--- src/rtl/wiper_pkg.sv ---
package wiper_pkg;
  // Source that wins the next-value select of one position register.
  typedef enum logic [2:0] {
    SRC_HOLD   = 3'd0,
    SRC_STEP   = 3'd1,
    SRC_XFR    = 3'd2,
    SRC_WRITE  = 3'd3,
    SRC_RECALL = 3'd4
  } wiper_src_e;
endpackage

--- src/rtl/wiper_step_ctl.sv ---
module wiper_step_ctl #(
  parameter int NUM_POTS = 4,
  localparam int POT_SEL_W = $clog2(NUM_POTS)
) (
  input  logic                 clk,
  input  logic                 rst_n,
  input  logic                 recall_req,
  input  logic                 step_arm,
  input  logic [POT_SEL_W-1:0] step_arm_pot,
  input  logic                 frame_end,
  input  logic                 step_pulse,
  output logic [NUM_POTS-1:0]  step_en
);
  logic                 mode_q;
  logic [POT_SEL_W-1:0] pot_q;

  // Frame end and recall clear the mode; arm takes effect next cycle.
  always_ff @(posedge clk or negedge rst_n) begin
    if (!rst_n) begin
      mode_q <= 1'b0;
      pot_q  <= '0;
    end else if (recall_req || frame_end) begin
      mode_q <= 1'b0;
    end else if (step_arm) begin
      mode_q <= 1'b1;
      pot_q  <= step_arm_pot;
    end
  end

  for (genvar p = 0; p < NUM_POTS; p++) begin : g_en
    assign step_en[p] = mode_q && step_pulse && !frame_end &&
                        (pot_q == POT_SEL_W'(p));
  end
endmodule

--- src/rtl/wiper_cell.sv ---
module wiper_cell
  import wiper_pkg::*;
#(
  parameter int POS_W = 8
) (
  input  logic             clk,
  input  logic             rst_n,
  input  logic             recall_hit,
  input  logic [POS_W-1:0] recall_val,
  input  logic             wr_hit,
  input  logic [POS_W-1:0] wr_val,
  input  logic             xfr_hit,
  input  logic [POS_W-1:0] xfr_val,
  input  logic             step_en,
  input  logic             step_up,
  output logic [POS_W-1:0] pos
);
  localparam logic [POS_W-1:0] POS_MAX = '1;
  localparam logic [POS_W-1:0] POS_MIN = '0;

  wiper_src_e       src;
  logic [POS_W-1:0] stepped;
  logic [POS_W-1:0] pos_d;
  logic [POS_W-1:0] pos_q;

  always_comb begin
    if (recall_hit)   src = SRC_RECALL;
    else if (wr_hit)  src = SRC_WRITE;
    else if (xfr_hit) src = SRC_XFR;
    else if (step_en) src = SRC_STEP;
    else              src = SRC_HOLD;
  end

  // Saturating one-tap move.
  always_comb begin
    stepped = pos_q;
    if (step_up) begin
      if (pos_q != POS_MAX) stepped = pos_q + POS_W'(1);
    end else begin
      if (pos_q != POS_MIN) stepped = pos_q - POS_W'(1);
    end
  end

  always_comb begin
    unique case (src)
      SRC_RECALL: pos_d = recall_val;
      SRC_WRITE:  pos_d = wr_val;
      SRC_XFR:    pos_d = xfr_val;
      SRC_STEP:   pos_d = stepped;
      default:    pos_d = pos_q;
    endcase
  end

  always_ff @(posedge clk or negedge rst_n) begin
    if (!rst_n) pos_q <= '0;
    else        pos_q <= pos_d;
  end

  assign pos = pos_q;
endmodule

--- src/rtl/wiper_tap_decode.sv ---
module wiper_tap_decode #(
  parameter int POS_W = 8,
  localparam int TAPS = 1 << POS_W
) (
  input  logic             clk,
  input  logic             rst_n,
  input  logic [POS_W-1:0] pos,
  output logic [TAPS-1:0]  taps
);
  always_ff @(posedge clk or negedge rst_n) begin
    if (!rst_n) taps <= TAPS'(1);
    else        taps <= TAPS'(1) << pos;
  end
endmodule

--- src/rtl/wiper_bank.sv ---
module wiper_bank #(
  parameter int NUM_POTS = 4,
  parameter int POS_W = 8,
  localparam int POT_SEL_W = $clog2(NUM_POTS),
  localparam int TAPS = 1 << POS_W,
  localparam int BUS_W = NUM_POTS * POS_W
) (
  input  logic                     clk,
  input  logic                     rst_n,
  input  logic                     recall_req,
  input  logic [BUS_W-1:0]         recall_data,
  input  logic                     wr_strobe,
  input  logic [POT_SEL_W-1:0]     wr_pot,
  input  logic [POS_W-1:0]         wr_data,
  input  logic                     xfr_strobe,
  input  logic                     xfr_all,
  input  logic [POT_SEL_W-1:0]     xfr_pot,
  input  logic [BUS_W-1:0]         xfr_data,
  input  logic                     step_arm,
  input  logic [POT_SEL_W-1:0]     step_arm_pot,
  input  logic                     frame_end,
  input  logic                     step_pulse,
  input  logic                     step_up,
  output logic [BUS_W-1:0]         wiper,
  output logic [NUM_POTS*TAPS-1:0] tap_sel
);
  logic [NUM_POTS-1:0] step_en;

  wiper_step_ctl #(.NUM_POTS(NUM_POTS)) u_step_ctl (
    .clk          (clk),
    .rst_n        (rst_n),
    .recall_req   (recall_req),
    .step_arm     (step_arm),
    .step_arm_pot (step_arm_pot),
    .frame_end    (frame_end),
    .step_pulse   (step_pulse),
    .step_en      (step_en)
  );

  for (genvar p = 0; p < NUM_POTS; p++) begin : g_pot
    logic wr_hit;
    logic xfr_hit;
    assign wr_hit  = wr_strobe && (wr_pot == POT_SEL_W'(p));
    assign xfr_hit = xfr_strobe && (xfr_all || (xfr_pot == POT_SEL_W'(p)));

    wiper_cell #(.POS_W(POS_W)) u_cell (
      .clk        (clk),
      .rst_n      (rst_n),
      .recall_hit (recall_req),
      .recall_val (recall_data[p*POS_W +: POS_W]),
      .wr_hit     (wr_hit),
      .wr_val     (wr_data),
      .xfr_hit    (xfr_hit),
      .xfr_val    (xfr_data[p*POS_W +: POS_W]),
      .step_en    (step_en[p]),
      .step_up    (step_up),
      .pos        (wiper[p*POS_W +: POS_W])
    );

    wiper_tap_decode #(.POS_W(POS_W)) u_decode (
      .clk   (clk),
      .rst_n (rst_n),
      .pos   (wiper[p*POS_W +: POS_W]),
      .taps  (tap_sel[p*TAPS +: TAPS])
    );
  end
endmodule

--- config.mk ---
export PLATFORM = sky130hd
export DESIGN_NAME = wiper_bank
export DESIGN_NICKNAME = d
export VERILOG_FILES = /design/src/rtl/wiper_pkg.sv /design/src/rtl/wiper_step_ctl.sv /design/src/rtl/wiper_cell.sv /design/src/rtl/wiper_tap_decode.sv /design/src/rtl/wiper_bank.sv
export SDC_FILE = /design/constraint.sdc
export NUM_CORES = 2
export LEC_CHECK = 0
export BUFFER_PORTS_ARGS = -buffer_cell sky130_fd_sc_hd__buf_2
export CAP_MARGIN = 30
export CORE_AREA = 2 2 451 453
export CTS_CLUSTER_DIAMETER = 120
export CTS_CLUSTER_SIZE = 30
export DETAILED_ROUTE_END_ITERATION = 12
export DIE_AREA = 0 0 453 455
export GPL_TIMING_DRIVEN = 0
export PLACE_DENSITY = 0.34
export SKIP_CTS_REPAIR_TIMING = 1
export SYNTH_ARGS = -nofsm -noshare
export SYNTH_HDL_FRONTEND = slang
export SYNTH_SLANG_ARGS = --single-unit
--- constraint.sdc ---
create_clock -name clk -period 3.4 [get_ports clk]
set_input_delay 0.68 -clock clk [delete_from_list [all_inputs] [get_ports clk]]
set_output_delay 0.68 -clock clk [all_outputs]
set_load 0.03 [all_outputs]
-- After elaboration in Yosys (flattened, before gate mapping)
Cells that the tools add are included.
- muxes and demuxes: 34
- bitwise operators: 1
- add/sub/neg operators: 8
- equal/unequal tests: 37
- shifts and indexed selects: 4
- reduce and logical (&&, ||, !) cells: 37
- operators with widths (operator ; count):
    $shl 1x8->256 const A ; 4
    $pmux 8 s4 ; 4
    $mux 8 ; 12
    $mux 3 ; 12
    $add 8x1->8 const B ; 4
    $ne 8x8->1 const B ; 4
    $reduce_bool 8->1 ; 4
    $sub 8x1->8 const B ; 4
    $eq 3x2->1 const B ; 8
    $ne 3x2->1 const B ; 8
    $reduce_bool 4->1 ; 4
    $logic_and 1x1->1 ; 14
    $eq 2x2->1 const B ; 6
    $eq 3x1->1 const B ; 4
    $eq 3x3->1 const B ; 4
    $reduce_and 3->1 ; 4
    $eq 2x1->1 const B ; 3
    $logic_not 2->1 ; 3
    $mux 1 ; 6
    $logic_or 1x1->1 ; 5
    $reduce_and 2->1 ; 1
    $reduce_bool 2->1 ; 1
    $logic_not 1->1 ; 1
    $not 1->1 ; 1
- register bits: 1059
- word-level logic and storage cells: 131

-- Longest topological paths before layout
- word-level depth: 10
- gate-level depth with buffers: 9
- gate-level depth less buffers: 8

-- Modules after synthesis
A second synthesis with hierarchy kept.
- cell total of the unflattened synthesis: 3116
- area, all modules: 38097.8 um2
- by module, submodules not included (module ; area an instance (um2) ; instances ; cells each ; sequential area each (um2)):
    wiper_tap_decode ; 8483.1 ; 4 ; 647 ; 6407.4
    wiper_cell (g_pot[0].u_cell ...) ; 996.0 ; 2 ; 125 ; 200.2
    wiper_cell (g_pot[2].u_cell ...) ; 967.2 ; 2 ; 126 ; 200.2
    wiper_step_ctl ; 158.9 ; 1 ; 13 ; 75.1
    wiper_bank ; 80.1 ; 1 ; 13 ; 0.0

-- Least setup slack after synthesis
OpenSTA, ideal clock, no wires.
- path type: input to register
- from: input step_up
- to: register g_pot[3].u_cell.pos_q[7]
- data required time: 3310 ps
- cell stages on the path: 9
- path slack: 257 ps
- arrival time: 3053 ps
- cell sequence: buf_2 > inv_1 > ha_1 > a211oi_2 > o21bai_1 > a2111o_1 > and3_1 > or2_0 > o2111ai_1
- cells in the longest elaborated chain, start to end: 2
- RTL lines (what ; line ; source):
    start, declared ; wiper_bank.sv:23 ; input logic step_up,
    $mux 8 / $ne 3x2->1 (equally long branches) ; - ;
    $pmux 8 s4 / $reduce_and 3->1 (equally long branches) ; - ;
    end signal, assigned ; wiper_cell.sv:56 ; else pos_q <= pos_d;
    end, declared ; wiper_cell.sv:24 ; logic [POS_W-1:0] pos_q;
Parallel ways exist; a longest one is shown, timed or not.
A chain may end at the register's enable or synchronous reset.

-- Final worst setup path
- from: input step_up
- to: register g_pot[2].u_cell.pos_q[7]
- cells in the longest elaborated chain, start to end: 2
- RTL lines (what ; line):
    $mux 8 / $ne 3x2->1 (equally long branches) ; -
    $pmux 8 s4 / $reduce_and 3->1 (equally long branches) ; -
    end signal, assigned ; wiper_cell.sv:56
    end, declared ; wiper_cell.sv:24
Parallel ways exist; a longest one is shown, timed or not.

==> results by group <==
STA
  • Setup TNS: 0 ns
  • Crit share post-route: 90.19%
  • RSZ-0062 raised after global routing: false
  • Final Slew Violations: 0
  • Max Fclk: 326.1 MHz
  • Clk_skew: 0.03410 ns
  • Measured slew at the worst slew-check pin: approximately 1.0 ns
  • Tmin final: roughly 3 ns
  • Final setup vio count: 0
  • Hold slack: 0.1932 ns
  • Fin. Hold Viols: 0
  • Final setup margin: 0.3335 ns
  • Slew HR: between 30 and 40%

Worst setup path
  • Critical Path RT: around 4.0 ns
  • FF-to-FF End: g_pot[0].u_cell.pos[0]
  • Critical Path AT: approximately 3.7 ns
  • R2r worst-path depth: 7
  • Worst r2r src: g_pot[0].u_cell.pos[6]
  • Crit-path max FO: 24
  • Setup crit end: g_pot[2].u_cell.pos[7]
  • CP startpoint: step_up
  • CP endpoint kind: flip-flop
  • R2R setup slack: 0.62 ns
  • Critical Path Start Type: input port
  • Setup Crit Path Kind: in2reg

Cells and area
  • Layout cells sized above 1: between 30% and 40%
  • # fillers: 22018
  • Final cell count without fillers: a little under 7000
  • Post-route design area: 0.04571 mm^2
  • Fin nets: 4144
  • Layout area overhead: 32.31%

Placement
  • Placed cell areas: 0.04390 mm^2
  • Number of port buffers: 1141
  • Post-Place Setup Slack: -0.6226 ns
  • RD Place Congestion: 0.8000
  • Post-DP HPWL: 136500 um
  • Placed Cells: 6646

Synthesis
  • Mapped Cells: 2819
  • Seq/Total Area, Yosys: 76.72%
  • Syn. warnings: 0
  • Area share of the largest cell type after synthesis: 76.42%
  • Post-synth EDFFs: 0
  • Mapped Area: ~0.035 mm^2
  • Largest area contributor in the netlist: dfrtp_1
  • FF+latch count, synth: 1059
  • Largest cells by area after synthesis: dfrtp_1, nor2_1, nand2_1
  • Post-Syn Nets: 2935
  • Most used DFF post-synth: dfrtp_1
  • Synth cell count leaders: nor2_1, dfrtp_1, nand2_1
  • Ys async rst share: 100.0%
  • Post-synthesis cell type count: 77
  • Avg Cell Area, Syn: 12.26 um^2
  • Top-count cell post-synth: nor2_1

Clock tree
  • Root Driver: clkbuf_16
  • Clock-pin slew on the worst setup and hold paths: 0.10 ns
  • Clock buffer depth: 3
  • CTS tree: done
  • CTS H-tree lvls: 2
  • Worst skew pair latency: 0.73 ns
  • Clk sinks: 1059
  • Inserted Clock Buffers: 51

Route
  • Routed Antenna Nets: 0
  • DRT Pass-1 Iters: 5
  • Via density: between 3 and 4
  • Initial DRC Count: around 1700
  • # DRC: 0
  • Routed len/inst: approximately 26 um
  • DR vias: about 26000
  • Drt total wl: 175500 um

Flow run
  • MaxCap Viol Count: 0

Power
  • Worst IR drop on VDD: 349.1 uV
  • Leak Pwr: 0.02417 uW
  • Power per Cell Area: 522.3 mW/mm^2

Floorplan
  • Initial core utilization: approximately 17%
  • Die X: 453 um
  • I/O Pins: roughly 1100
  • Site row count: around 170
  • Die area: slightly above 0.2 mm^2
  • Placeable Area: 0.2013 mm^2
  • Die Y: 455 um

Worst hold path
  • WHS Path Cells: 2
  • Worst min path class: in2reg

GRT
  • GRT Total Usage: 16.45%
  • Initial antenna violation count: 70
  • Largest net degree at the start of global routing: 155
  • Grt ovf: 0
  • Number of global-route vias before repair: 25967
  • First-pass GRT wire length: 234300 um

Status
  • Status: finished clean
==> worst min path at each step <==
stage                                 start                    endpoint
after global placement    u_step_ctl.mode_q           u_step_ctl.mode_q
final                       step_arm_pot[1]         u_step_ctl.pot_q[1]
after CTS                             rst_n  g_pot[3].u_decode.taps[12]
after detailed placement  u_step_ctl.mode_q           u_step_ctl.mode_q
after floorplan                       rst_n      g_pot[0].u_cell.pos[0]
after global routing        step_arm_pot[1]         u_step_ctl.pot_q[1]
==> where the power goes <==
part | internal, uW | switching (uW)
Sequential | 12800 | 134
Combinational | 614 | 2360
Clock | 3130 | 4880
Total | 16500 | 7380
==> area by class of cell <==
cell class | instances | area (um^2) | area share (%)
Multi-Input combinational cell | 1585 | 7321 | 16.02
Buffer | 155 | 646.9 | 1.415
Tap cell | 2672 | 3343 | 7.314
Sequential cell | 1059 | 26510 | 57.99
Clock inverter | 20 | 409.1 | 0.8951
Inverter | 20 | 75.07 | 0.1642
Clock buffer | 63 | 1341 | 2.934
Antenna cell | 19 | 47.55 | 0.1040
Timing Repair Buffer | 1156 | 6021 | 13.17
==> critical path: stages <==
cell and delay, ns:
buf_2 0.35, buf_2 0.45, inv_2 0.22, buf_12 0.22, ha_1 0.30, a21oi_1 0.23
o211ai_1 0.18, o41ai_1 0.34, xnor2_1 0.15, o311a_1 0.31, o211ai_1 0.18
==> layer usage <==
metal	vias to the layer above	GRT usage, %	routed length [um]
li1	11264	-	-
met1	13182	19.34	67830
met2	843	28.95	90180
met3	233	4.656	12180
met4	24	4.880	5099
met5	-	0	163
==> cells by family after synthesis <==
group	synth area share, %
muxes	0.1231
DFF	76.72
AOI/OAI and AO/OA	3.227
xor gates and xnor gates	0.3803
adders and majority gates	1.101
and+or+nand+nor	16.36
buffers and inverters	2.090
==> through the flow <==
| stage | power (uW) | utilization (%) |
|---|---|---|
| 3_5_place_dp | 16220 | 21.81 |
| 3_3_place_gp | 16190 | 21.66 |
| 5_1_grt | 24910 | 22.70 |
| 4_1_cts | 24340 | 22.68 |
| 2_1_floorplan | 14570 | - |
| 6_report | 23880 | 22.71 |
==> registers in the layout, summed over array words and instances, names as in the netlist <==
name / count
g_pot.u_cell.pos: 32
g_pot.u_decode.taps: 1024
u_step_ctl.mode_q: 1
u_step_ctl.pot_q: 2
==> placed cells by master, fill, tap and decap left out, types with 22 or more instances in the layout <==
cell type  count
a21oi_1       22
dfrtp_1     1055
nor2_1      1080
clkbuf_1     140
ha_1          24
nand2_1      155
buf_2       1158
clkbuf_16     51
nand3_1       34
a31oi_1       24
No activity file was read; power rests on OpenSTA's default activity.
